===== src/rtl/bcack_pkg.sv =====
package bcack_pkg;

  typedef enum logic [1:0] {
    ST_IDLE = 2'd0,
    ST_LOAD = 2'd1,
    ST_DATA = 2'd2
  } bc_state_e;

endpackage


===== src/rtl/bcack_seq.sv =====
module bcack_seq
  import bcack_pkg::*;
(
  input  logic      clk,
  input  logic      rst_n,
  input  logic      addr_match_i,
  input  logic      byte_rx_i,
  input  logic      xfer_end_i,
  input  logic      autoload_en_i,
  output bc_state_e state_o,
  output logic      load_ev_o,
  output logic      data_ev_o,
  output logic      addr_ev_o
);

  bc_state_e state_q;
  bc_state_e state_d;

  // event classification from the current phase
  always_comb begin
    addr_ev_o = addr_match_i;
    load_ev_o = byte_rx_i && !addr_match_i && (state_q == ST_LOAD);
    data_ev_o = byte_rx_i && !addr_match_i && (state_q == ST_DATA);
  end

  always_comb begin
    state_d = state_q;
    if (xfer_end_i) begin
      state_d = ST_IDLE;
    end else if (addr_match_i) begin
      state_d = autoload_en_i ? ST_LOAD : ST_DATA;
    end else if (load_ev_o) begin
      state_d = ST_DATA;
    end
  end

  always_ff @(posedge clk or negedge rst_n) begin
    if (!rst_n) begin
      state_q <= ST_IDLE;
    end else begin
      state_q <= state_d;
    end
  end

  assign state_o = state_q;

endmodule


===== src/rtl/bcack_counter.sv =====
module bcack_counter #(
  parameter int CNT_W = 8
) (
  input  logic             clk,
  input  logic             rst_n,
  input  logic             load_i,
  input  logic [CNT_W-1:0] load_val_i,
  input  logic             dec_i,
  input  logic             wr_i,
  input  logic             wr_ok_i,
  input  logic [CNT_W-1:0] wr_val_i,
  output logic [CNT_W-1:0] cnt_o,
  output logic             zero_o,
  output logic             at_end_o,
  output logic             eop_o
);

  localparam logic [CNT_W-1:0] CNT_ONE = CNT_W'(1);

  logic [CNT_W-1:0] cnt_q;
  logic [CNT_W-1:0] cnt_d;
  logic             cnt_en;
  logic             eop_q;
  logic             eop_d;
  logic             is_zero;

  assign is_zero = (cnt_q == '0);

  always_comb begin
    cnt_en = 1'b0;
    cnt_d  = cnt_q;
    if (load_i) begin
      cnt_en = 1'b1;
      cnt_d  = load_val_i;
    end else if (dec_i) begin
      if (!is_zero) begin
        cnt_en = 1'b1;
        cnt_d  = cnt_q - CNT_ONE;
      end
    end else if (wr_i && wr_ok_i) begin
      cnt_en = 1'b1;
      cnt_d  = wr_val_i;
    end
  end

  assign eop_d = dec_i && !load_i && (cnt_q == CNT_ONE);

  always_ff @(posedge clk or negedge rst_n) begin
    if (!rst_n) begin
      cnt_q <= '0;
    end else if (cnt_en) begin
      cnt_q <= cnt_d;
    end
  end

  always_ff @(posedge clk or negedge rst_n) begin
    if (!rst_n) begin
      eop_q <= 1'b0;
    end else begin
      eop_q <= eop_d;
    end
  end

  assign cnt_o    = cnt_q;
  assign zero_o   = is_zero;
  assign at_end_o = is_zero || (cnt_q == CNT_ONE);
  assign eop_o    = eop_q;

endmodule


===== src/rtl/bcack_ack_sel.sv =====
module bcack_ack_sel #(
  parameter int ERR_W = 4
) (
  input  logic             clk,
  input  logic             rst_n,
  input  logic             ev_i,
  input  logic             use_eoc_i,
  input  logic             data_nack_i,
  input  logic             eoc_nack_i,
  input  logic [ERR_W-1:0] err_i,
  output logic             ack_o,
  output logic             vld_o
);

  logic ack_q;
  logic ack_d;
  logic vld_q;
  logic fault;
  logic pick;

  assign fault = |err_i;
  assign pick  = use_eoc_i ? eoc_nack_i : data_nack_i;

  always_comb begin
    ack_d = ack_q;
    if (ev_i) begin
      ack_d = fault | pick;
    end
  end

  always_ff @(posedge clk or negedge rst_n) begin
    if (!rst_n) begin
      ack_q <= 1'b1;
    end else if (ev_i) begin
      ack_q <= ack_d;
    end
  end

  always_ff @(posedge clk or negedge rst_n) begin
    if (!rst_n) begin
      vld_q <= 1'b0;
    end else begin
      vld_q <= ev_i;
    end
  end

  assign ack_o = ack_q;
  assign vld_o = vld_q;

endmodule


===== src/rtl/bcack_ctrl.sv =====
module bcack_ctrl
  import bcack_pkg::*;
#(
  parameter int DATA_W     = 8,
  parameter int CNT_W      = 8,
  parameter int ERR_W      = 4,
  parameter int RST_STAGES = 2
) (
  input  logic              clk,
  input  logic              rst_n,
  input  logic              addr_match_i,
  input  logic              byte_rx_i,
  input  logic [DATA_W-1:0] byte_data_i,
  input  logic              xfer_end_i,
  input  logic              hold_i,
  input  logic              data_nack_i,
  input  logic              eoc_nack_i,
  input  logic              autoload_en_i,
  input  logic              cnt_wr_i,
  input  logic [CNT_W-1:0]  cnt_wdata_i,
  input  logic [ERR_W-1:0]  err_flags_i,
  output logic              ack_o,
  output logic              ack_vld_o,
  output logic              cnt_zero_o,
  output logic [CNT_W-1:0]  cnt_o,
  output logic              eop_o
);

  logic             rst_int_n;
  bc_state_e        state;
  logic             load_ev;
  logic             data_ev;
  logic             addr_ev;
  logic             at_end;
  logic             wr_ok;
  logic             ack_ev;
  logic             use_eoc;
  logic [CNT_W-1:0] load_val;

  // reset: asserted at once, released through a synchronizer
  generate
    if (RST_STAGES <= 1) begin : g_rst1
      logic rst_q;
      always_ff @(posedge clk or negedge rst_n) begin
        if (!rst_n) begin
          rst_q <= 1'b0;
        end else begin
          rst_q <= 1'b1;
        end
      end
      assign rst_int_n = rst_q;
    end else begin : g_rstn
      logic [RST_STAGES-1:0] rst_pipe;
      always_ff @(posedge clk or negedge rst_n) begin
        if (!rst_n) begin
          rst_pipe <= '0;
        end else begin
          rst_pipe <= {rst_pipe[RST_STAGES-2:0], 1'b1};
        end
      end
      assign rst_int_n = rst_pipe[RST_STAGES-1];
    end
  endgenerate

  // width adaptation of the length byte
  generate
    if (CNT_W > DATA_W) begin : g_ld_wide
      assign load_val = {{(CNT_W-DATA_W){1'b0}}, byte_data_i};
    end else if (CNT_W == DATA_W) begin : g_ld_same
      assign load_val = byte_data_i;
    end else begin : g_ld_narrow
      assign load_val = byte_data_i[CNT_W-1:0];
    end
  endgenerate

  bcack_seq i_seq (
    .clk           (clk),
    .rst_n         (rst_int_n),
    .addr_match_i  (addr_match_i),
    .byte_rx_i     (byte_rx_i),
    .xfer_end_i    (xfer_end_i),
    .autoload_en_i (autoload_en_i),
    .state_o       (state),
    .load_ev_o     (load_ev),
    .data_ev_o     (data_ev),
    .addr_ev_o     (addr_ev)
  );

  assign wr_ok = (state == ST_IDLE) || hold_i;

  bcack_counter #(
    .CNT_W (CNT_W)
  ) i_counter (
    .clk        (clk),
    .rst_n      (rst_int_n),
    .load_i     (load_ev),
    .load_val_i (load_val),
    .dec_i      (data_ev),
    .wr_i       (cnt_wr_i),
    .wr_ok_i    (wr_ok),
    .wr_val_i   (cnt_wdata_i),
    .cnt_o      (cnt_o),
    .zero_o     (cnt_zero_o),
    .at_end_o   (at_end),
    .eop_o      (eop_o)
  );

  assign ack_ev  = addr_ev || load_ev || data_ev;
  assign use_eoc = data_ev && at_end;

  bcack_ack_sel #(
    .ERR_W (ERR_W)
  ) i_ack_sel (
    .clk         (clk),
    .rst_n       (rst_int_n),
    .ev_i        (ack_ev),
    .use_eoc_i   (use_eoc),
    .data_nack_i (data_nack_i),
    .eoc_nack_i  (eoc_nack_i),
    .err_i       (err_flags_i),
    .ack_o       (ack_o),
    .vld_o       (ack_vld_o)
  );

endmodule


===== config.mk =====
export PLATFORM = sky130hd
export DESIGN_NAME = bcack_ctrl
export DESIGN_NICKNAME = d
export VERILOG_FILES = /design/src/rtl/bcack_pkg.sv /design/src/rtl/bcack_seq.sv /design/src/rtl/bcack_counter.sv /design/src/rtl/bcack_ack_sel.sv /design/src/rtl/bcack_ctrl.sv
export SDC_FILE = /design/constraint.sdc
export NUM_CORES = 1
export LEC_CHECK = 0
export ABC_AREA = 1
export BUFFER_PORTS_ARGS = -buffer_cell sky130_fd_sc_hd__buf_2
export CORE_MARGIN = 10
export CORE_UTILIZATION = 52
export CTS_CLUSTER_DIAMETER = 50
export DETAILED_ROUTE_END_ITERATION = 7
export PLACE_DENSITY = 0.82
export SYNTH_ARGS = -nofsm -noshare
export SYNTH_HDL_FRONTEND = slang
export SYNTH_SLANG_ARGS = --single-unit

===== constraint.sdc =====
create_clock -name clk -period 1.92 [get_ports clk]
set_input_delay 0.096 -clock clk [delete_from_list [all_inputs] [get_ports clk]]
set_output_delay 0.096 -clock clk [all_outputs]
set_load 0.01 [all_outputs]

==> results.tsv, run 1 <==
metric	value	unit
drt total wl	2957	um
clock slew at reported path FFs	0.10	ns
worst skew pair latency	0.29	ns
Final Hold Viols	0	
Total GRT Usage	14.59	%
RSZ-0062 raised after global routing	false	
FMAX	649.9	MHz
Netlist cell types	26	
WP depth	11	
Setup crit start kind	register	
layout cells sized above 1	32.52	%
most common cell in the synthesized netlist	nand2_1	
final setup fails	0	
Main synth FF type	dfrtp_1	
die area	4372	um^2
CTS tree	built	
number of global-route vias before repair	1145	
total negative setup slack	0	ns
GP Congestion	0.8814	
leakage dissipation	0.0007783	uW
core box area	2002	um^2
Crit Path Max Fanout	6	
synth-to-layout area growth	24.55	%
clock sink count	15	
worst hold path class	primary input to register	
htree depth	1	
Area contributors post-synth	dfrtp_1, nand2_1, nor2_1, nand3_1, inv_1	
Chip Width	66.12	um
hold-fix buffer count after cts	2	
hpwl dp	2358	um
Crit Path Class	register to register	
MaxCap Viol Count	0	
max layer used	met4	
Clock Tree Buf Depth	2	
CP Cell Sequence	inv_1, ha_1, inv_1, nor2_1, nand3_1, nand2_1, nand3_1, nand2_1, nand2_1, nand2_1, nand2_1	
DR vias	1128	
routed wl met2	1433	um
met3 wire length	216	um
kind of cell adding the most delay to the critical path	simple AND/OR/NAND/NOR gates	
residual DRC count	0	
root buffer cell	clkbuf_4	
Mean Syn Cell Area	6.913	um^2
Post-synth ARST share	100.0	%
sequential area share after synthesis	34.05	%
cell area power density	677.8	nW/um^2
CP Buf/Inv Count	2	
Pre-antenna DRT Iters	4	
status	completed	
clock skew	0.003030	ns
min cycle time layout	1.539	ns
Crit path top cell by count	nand2_1	
Critical Path AT	1.73	ns
die extent in y	66.12	um
CP required	2.11	ns
Post-synth EDFFs	0	
Post-Syn Area	1106	um^2
# IOs	42	
flops & latches, synth	15	
cts bufs inserted	3	
Syn. warnings	0	
worst rel slew slack	60.41	%
antenna violations before repair	0	
met1 WL	1270	um
post-synth top area cell	dfrtp_1	
Worst Hold Depth	3	
Slew Limit Fails	0	
Commonest cells post-synth	nand2_1, nor2_1, inv_1	
Initial Util	55.25	%
NumNets Final	240	
worst vdd ir	0.5166	mV
PnR Total Power	933.7	uW
maximum number of pins on one net before global-route repair	16	
synthesized netlist cell count	160	
wire per inst	12.69	um
max incr delay on CP	0.44	ns
r2r worst-path depth	11	
Syn Nets	193	
Post-CTS Setup Bufs	0	
PortBufs	41	
row count	16	
crit end category	register	
Resize count post-CTS	0	
routed vias/inst	4.841	
DR iter-0 viols	62	
actual slew at the worst max-slew pin	0.5938	ns
fraction of the cycle the final worst path needs	80.14	%
first-pass GRT wire length	5140	um
GRT overflow	0	
slowest cell on the critical path	dfrtp_1	
post-synth top area share	31.67	%
number of diodes	0	
Routed Antenna Nets	0	
==> kinds of logic (layout without fill, tap and decap cells) <==
group           Yosys count  in the layout  share of synthesized area, %
fa+ha+maj                 3              3                         3.394
compound gates           17             17                         8.371
other cells               1              1                        0.3390
xor+xnor                  1              1                        0.7920
simple gates            101            101                         44.34
buf+inv                  22             68                         8.710
flops                    15             15                         34.05
==> path summary, 6_finish.rpt <==
check / start / to / slack [ns]
setup / recovery: i_counter.cnt_o[0]$_DFFE_PN0P_ / i_counter.cnt_o[6]$_DFFE_PN0P_ / 0.38
setup reg to reg: i_counter.cnt_o[0]$_DFFE_PN0P_ / i_counter.cnt_o[6]$_DFFE_PN0P_ / 0.38
max in group asynchronous: g_rstn.rst_pipe[1]$_DFF_PN0_ / i_counter.cnt_o[4]$_DFFE_PN0P_ / 1.28
hold / removal: byte_data_i[2] / i_counter.cnt_o[2]$_DFFE_PN0P_ / 0.06
min in group asynchronous: rst_n / g_rstn.rst_pipe[0]$_DFF_PN0_ / 0.09
hold reg to reg: g_rstn.rst_pipe[1]$_DFF_PN0_ / i_ack_sel.vld_o$_DFF_PN0_ / 0.25
==> sequential cells by signal, summed over array words and instances, names as in the netlist <==
signal,cells
g_rstn.rst_pipe,2
i_ack_sel.ack_o,1
i_ack_sel.vld_o,1
i_counter.cnt_o,8
i_counter.eop_o,1
i_seq.state_o,2
==> power by group <==
part,total (uW),internal [uW],switching (uW)
sequential,416,355,60.4
combinational,327,131,196
clock,191,77.6,113
==> area by class of cell <==
cell class,count,area [um^2]
clock inverter,1,5.005
fill,183,624.3
clock buffer,3,22.52
tap,27,33.78
sequential,15,376.6
inverter,21,81.33
multi-input combinational,123,633.1
timing repair buffer,43,225.2
==> routing by layer <==
metal	vias to the layer above	track usage, %
met4	0	6.283
li1	587	-
met3	5	4.237
met1	497	17.58
met5	-	0
met2	39	23.44
==> cells in the final DEF, fill, tap and decap left out, types with 4 or more instances in the layout <==
cell,instances
nand2_1,46
buf_2,41
nor2_1,26
inv_1,15
nand3_1,14
dfrtp_1,14
o21ai_1,7
inv_2,5
nand2_2,4
a21oi_1,4
==> tightest hold or removal path: cells and delay by family <==
kind	cells	cell delay (ns)
AO/OA/AOI/OAI	1	0.11
buffers and inverters	1	0.07
AND/OR/NAND/NOR	1	0.04
==> through the flow <==
step	hold WS, ns	instance area (um^2)	setup slack (ns)	util (%)	instances
floorplan	-0.1996	1106	0.5119	-	160
global placement	-0.1197	1330	0.4899	66.44	227
detailed placement	-0.1182	1330	0.4118	66.44	227
CTS	0.05734	1378	0.3890	68.81	233
global route	0.06774	1378	0.1428	68.81	233
finish	0.05685	1378	0.3813	68.81	233
(Power assumes the default switching activity.)
==> run 2: changes to the inputs <==
--- a/config.mk
+++ b/config.mk
@@ -5,13 +5,13 @@
 export SDC_FILE = /design/constraint.sdc
 export NUM_CORES = 1
 export LEC_CHECK = 0
-export ABC_AREA = 1
+export ABC_AREA = 0
 export BUFFER_PORTS_ARGS = -buffer_cell sky130_fd_sc_hd__buf_2
 export CORE_MARGIN = 10
-export CORE_UTILIZATION = 52
+export CORE_UTILIZATION = 45
 export CTS_CLUSTER_DIAMETER = 50
 export DETAILED_ROUTE_END_ITERATION = 7
-export PLACE_DENSITY = 0.82
+export PLACE_DENSITY = 0.75
 export SYNTH_ARGS = -nofsm -noshare
 export SYNTH_HDL_FRONTEND = slang
 export SYNTH_SLANG_ARGS = --single-unit
==> constraint.sdc (replaced) <==
create_clock -name clk -period 1.6 [get_ports clk]
set_input_delay 0.08 -clock clk [delete_from_list [all_inputs] [get_ports clk]]
set_output_delay 0.08 -clock clk [all_outputs]
set_load 0.01 [all_outputs]
==> results.tsv, run 2 <==
metric	value	unit
final core occ	71.88	%
Post-synth ARST share	100.0	%
# fillers	165	
root buffer cell	clkbuf_4	
GP Congestion	0.9104	
Pre-antenna DRT Iters	3	
worst hold path class	primary input to register	
Critical Path AT	2.02	ns
layout cells sized above 1	48.78	%
Routed Antenna Nets	0	
Reg2Reg Setup Slack	-0.24	ns
Post-Layout Cell Count	191	
Worst Hold Depth	2	
max incr delay on CP	0.58	ns
die extent in y	65.36	um
antenna violations before repair	0	
GRT overflow	0	
worst skew pair latency	0.29	ns
most common cell after layout, fill and taps aside	buf_2	
number of global-route vias before repair	1028	
clock sink count	15	
actual slew at the worst max-slew pin	0.5689	ns
Total GRT Usage	13.23	%
Post-synth EDFFs	0	
Worst Hold Path EP	i_counter.cnt_o[0]$_DFFE_PN0P_	
sequential area share after synthesis	40.68	%
Syn Nets	131	
residual DRC count	0	
RSZ-0062 raised after global routing	true	
worst vdd ir	0.5855	mV
worst rel slew slack	62.08	%
row count	16	
Post-Place Cells	181	
DR iter-0 viols	56	
Setup crit start kind	register	
cell area power density	822.4	nW/um^2
MaxCap Viol Count	0	
clock slew at reported path FFs	0.09	ns
first-pass GRT wire length	4567	um
leakage dissipation	0.0006856	uW
violated checks	negative setup slack	
cts bufs inserted	3	
status	complete, but fails checks	
CTS tree	built	
R2R Path Start	i_counter.cnt_o[5]$_DFFE_PN0P_	
Hold Startpoint	byte_data_i[0]	
synthesized netlist cell count	98	
Mean Syn Cell Area	9.448	um^2
Syn. warnings	0	
CP required	1.78	ns
r2r worst-path depth	7	
Crit Path Class	register to register	
post-synth top area cell	dfrtp_1	
Netlist cell types	36	
Crit Path Max Fanout	5	
Chip Width	65.36	um
htree depth	1	
CP Cell Sequence	or4_4, nor3_4, a32oi_2, buf_4, buf_6, nor2_1, a31oi_1	
max FFs per register	8	
routed vias/inst	5.131	
Area contributors post-synth	dfrtp_1, nor2_1, xnor2_1, a31oi_1, ha_1	
number of diodes	0	
clock skew	0.002064	ns
FMAX	542.9	MHz
Commonest cells post-synth	nor2_1, dfrtp_1, nand2_1	
# IOs	42	
slowest cell on the critical path	or4_4	
DR vias	980	
PnR Total Power	1160	uW
fraction of the cycle the final worst path needs	115.1	%
Post-Syn Area	925.9	um^2
Initial Util	47.19	%
maximum number of pins on one net before global-route repair	18	
core box area	1962	um^2
post-synth top area share	37.84	%
synth-to-layout area growth	52.30	%
Main synth FF type	dfrtp_1	
Clock Tree Buf Depth	2	
final setup fails	10	
most common cell in the synthesized netlist	nor2_1	
wire per inst	15.29	um
drt total wl	2921	um
die area	4272	um^2
PortBufs	41	
min cycle time layout	1.842	ns
Final Hold Viols	0	
final worst setup slack	-0.2419	ns
crit end category	register	
flops & latches, synth	15	
NumNets Final	198	
hpwl dp	2142	um
Slew Limit Fails	0	
commonest cells after routing, fill and taps aside	buf_2, buf_4, nor2_1, dfrtp_1, nand2_1	
RR Endpoint	i_counter.cnt_o[4]$_DFFE_PN0P_	
## run 2: cell types whose count changed in the layout (fill, tap and decap cells not counted), moves of 7 or more
cell / before / now
buf_4: 0 / 20
inv_1: 15 / 5
nand2_1: 46 / 9
nand3_1: 14 / 0
nor2_1: 26 / 14
o21ai_1: 7 / 0
## run 2: repair_timing
| action | 4_1_cts | 5_1_grt |
|---|---|---|
| endpoints found under the setup margin | 10 | 10 |
| buffers inserted | 2 | 0 |
| cloned | 1 | 0 |
| resized for setup | 6 | 4 |
| pin swaps | 5 | 1 |
| hold buffers | 3 | 0 |
| hold endpoints to repair | 4 | 0 |
## run 2: layer usage
| metal | vias to the layer above | track usage (%) | routed length [um] | share of wire [%] |
|---|---|---|---|---|
| li1 | 486 | - | - | - |
| met1 | 455 | 13.88 | 1196 | 41 |
| met2 | 32 | 22.56 | 1446 | 50 |
| met3 | 7 | 5.254 | 212 | 7.3 |
| met4 | 0 | 6.417 | 65 | 2.2 |
| met5 | - | 0 | 0 | 0 |
## run 2: cell type report
class	count	area (um^2)	area share, %
clock inverter	1	5.005	0.3549
sequential	15	376.6	26.71
timing repair buffer	66	407.9	28.93
inverter	5	18.77	1.331
clock buffer	3	22.52	1.597
multi-input combinational	74	545.5	38.69
tap	27	33.78	2.396
## run 2: worst max-delay path, delay by kind of cell (launching register included)
kind | cells | cell delay [ns]
AND/OR/NAND/NOR | 3 | 0.84
AO/OA/AOI/OAI | 2 | 0.21
flip-flops | 1 | 0.39
buffers and inverters | 2 | 0.30
## run 2: logic make-up after synthesis
logic type,share of synthesized area [%]
AOI/OAI and AO/OA,19.87
and+or+nand+nor,22.70
muxes,1.081
buffers and inverters,4.595
other,0.4050
DFF,40.68
xor gates and xnor gates,6.622
adders and majority gates,4.054
## run 2: worst max path at each step
stage / from / endpoint / slack [ns] / cells past startpoint
global route: i_counter.cnt_o[5]$_DFFE_PN0P_ / i_counter.cnt_o[5]$_DFFE_PN0P_ / -0.32 / 7
detailed placement: i_counter.cnt_o[5]$_DFFE_PN0P_ / i_counter.cnt_o[0]$_DFFE_PN0P_ / -0.24 / 5
finish: i_counter.cnt_o[5]$_DFFE_PN0P_ / i_counter.cnt_o[4]$_DFFE_PN0P_ / -0.24 / 7
floorplan: i_counter.cnt_o[5]$_DFFE_PN0P_ / i_counter.cnt_o[0]$_DFFE_PN0P_ / -0.28 / 5
CTS: i_counter.cnt_o[5]$_DFFE_PN0P_ / i_counter.cnt_o[4]$_DFFE_PN0P_ / -0.22 / 7
global placement: i_counter.cnt_o[5]$_DFFE_PN0P_ / i_counter.cnt_o[0]$_DFFE_PN0P_ / -0.19 / 5
## run 2: metrics by stage
| stage | setup WS [ns] | hold slack, ns | instance area (um^2) | TNS [ns] |
|---|---|---|---|---|
| after floorplan | -0.2844 | -0.2156 | 925.9 | -1.500 |
| after global placement | -0.1899 | -0.1349 | 1290 | -0.9741 |
| after detailed placement | -0.2382 | -0.1311 | 1290 | -1.320 |
| after CTS | -0.2234 | 0.01325 | 1394 | -1.854 |
| after global routing | -0.3235 | 0.01763 | 1410 | -2.828 |
| final | -0.2419 | 0.01777 | 1410 | -1.939 |
## run 2: power breakdown
| part | switching, uW | leakage, uW | internal (uW) |
|---|---|---|---|
| Sequential | 52.7 | 0.000175 | 425 |
| Combinational | 218 | 0.000493 | 239 |
| Clock | 131 | 0.0000177 | 93.1 |
| Total | 402 | 0.000686 | 758 |
==> run 3: changes to the inputs <==
--- a/config.mk
+++ b/config.mk
@@ -8,10 +8,11 @@
 export ABC_AREA = 0
 export BUFFER_PORTS_ARGS = -buffer_cell sky130_fd_sc_hd__buf_2
 export CORE_MARGIN = 10
-export CORE_UTILIZATION = 45
+export CORE_UTILIZATION = 48
+export CTS_BUF_LIST = sky130_fd_sc_hd__clkbuf_8
 export CTS_CLUSTER_DIAMETER = 50
 export DETAILED_ROUTE_END_ITERATION = 7
-export PLACE_DENSITY = 0.75
+export PLACE_DENSITY = 0.79
 export SYNTH_ARGS = -nofsm -noshare
 export SYNTH_HDL_FRONTEND = slang
 export SYNTH_SLANG_ARGS = --single-unit
==> results.tsv, run 3 (synthesis gave the netlist of run 2 again) <==
metric	value	unit
met1 Use GR	13.98	%
die extent in y	63.92	um
PortBufs	41	
Post-Layout Cell Count	190	
max incr delay on CP	0.58	ns
crit end category	register	
kind of cell adding the most delay to the critical path	simple AND/OR/NAND/NOR gates	
worst skew pair latency	0.26	ns
FMAX	543.8	MHz
total negative setup slack	-1.516	ns
cts bufs inserted	3	
Slew Limit Fails	0	
GRT overflow	0	
violated checks	negative setup slack	
maximum number of pins on one net before global-route repair	15	
Critical Path AT	1.98	ns
routed vias/inst	5.111	
root buffer cell	clkbuf_8	
worst rel slew slack	63.89	%
DR vias	971	
CP Buf/Inv Count	0	
Final Hold Viols	0	
MaxCap Viol Count	0	
leakage dissipation	0.0007020	uW
worst hold path class	primary input to register	
worst vdd ir	0.8641	mV
met3 Use GR	4.355	%
Post-Place Cells	181	
Setup crit start kind	register	
core box area	1783	um^2
wire per inst	15.19	um
most common cell after layout, fill and taps aside	buf_2	
number of global-route vias before repair	1026	
status	complete, but fails checks	
synth-to-layout area growth	56.89	%
Pre-antenna DRT Iters	4	
max FFs per register	8	
commonest cells after routing, fill and taps aside	buf_2, buf_4, dfrtp_1	
layout cells sized above 1	52.73	%
final setup fails	10	
Top Usage Layer GRT	met2	
residual DRC count	0	
actual slew at the worst max-slew pin	0.5416	ns
NumNets Final	199	
min cycle time layout	1.839	ns
clock skew	0.001754	ns
RSZ-0062 raised after global routing	true	
Total GRT Usage	13.59	%
htree depth	1	
final core occ	81.47	%
cell area power density	883.1	nW/um^2
drt total wl	2887	um
number of diodes	0	
clock sink count	15	
Clock Tree Buf Depth	2	
# fillers	106	
fraction of the cycle the final worst path needs	114.9	%
die area	4086	um^2
row count	15	
# IOs	42	
Crit Path Max Fanout	4	
clock slew at reported path FFs	0.06	ns
final worst setup slack	-0.2388	ns
Routed Antenna Nets	0	
CTS tree	built	
Chip Width	63.92	um
Min Hold Slack	0.03618	ns
Crit Path Class	register to register	
first-pass GRT wire length	4540	um
slowest cell on the critical path	or4_4	
GP Congestion	0.8620	
DR iter-0 viols	35	
CP required	1.74	ns
hpwl dp	2110	um
antenna violations before repair	0	
CP Cell Sequence	or4_4, nor3_4, a32oi_2, nor3b_2, a221o_1	
Initial Util	51.93	%
M2 GR Usage	24.38	%
## run 3: cell types whose count changed in the layout (fill, tap and decap cells not counted), moves of 2 or more
cell | previous run | this run
clkbuf_4 | 3 | 0
clkbuf_8 | 0 | 3
nor2_1 | 14 | 11
buf_4 | 20 | 22
nor2_2 | 1 | 3
## run 3: repair_timing
item / CTS / global route
gates cloned: 0 / 1
endpoints found under the hold margin: 3 / 0
setup endpoints to repair: 10 / 10
resized for setup: 7 / 11
pin swaps: 10 / 3
hold buffers: 2 / 0
setup buffers: 1 / 1
## run 3: path summary, 6_finish.rpt
check	startpoint	to	slack, ns	cells after the start
min in group asynchronous	rst_n	g_rstn.rst_pipe[0]$_DFF_PN0_	0.13	2
setup reg to reg	i_counter.cnt_o[3]$_DFFE_PN0P_	i_counter.cnt_o[0]$_DFFE_PN0P_	-0.24	5
setup / recovery	i_counter.cnt_o[3]$_DFFE_PN0P_	i_counter.cnt_o[0]$_DFFE_PN0P_	-0.24	5
hold reg to reg	g_rstn.rst_pipe[1]$_DFF_PN0_	i_seq.state_o[1]$_DFFE_PN0P_	0.22	0
hold / removal	autoload_en_i	i_seq.state_o[1]$_DFFE_PN0P_	0.04	2
max in group asynchronous	g_rstn.rst_pipe[1]$_DFF_PN0_	i_ack_sel.ack_o$_DFFE_PN1P_	1.01	0
## run 3: power breakdown
group | total [uW] | internal (uW) | switching, uW
clock | 317 | 173 | 144
sequential | 480 | 426 | 54.0
combinational | 485 | 261 | 224
total | 1280 | 860 | 423
## run 3: layout make-up
type | instances | area (um^2) | area share (%)
clock buffers | 3 | 41.29 | 2.842
clock inverters | 1 | 5.005 | 0.3445
inverters | 5 | 18.77 | 1.292
multi-input cells | 74 | 560.5 | 38.59
flip-flops and latches | 15 | 376.6 | 25.93
well taps | 25 | 31.28 | 2.153
repair buffers | 67 | 419.2 | 28.85
## run 3: metal layers
metal / part of all wire [%] / up-vias
li1: - / 482
met1: 41 / 458
met2: 53 / 26
met3: 5.2 / 5
met4: 1.3 / 0
met5: 0 / -
## run 3: per-stage QoR
step	power (uW)	area (um^2)	setup WS (ns)
after floorplan	679.9	925.9	-0.2844
after global placement	892.5	1303	-0.1631
after detailed placement	903.3	1303	-0.2044
after CTS	1238	1403	-0.2461
after global routing	1352	1453	-0.3247
final	1283	1453	-0.2388
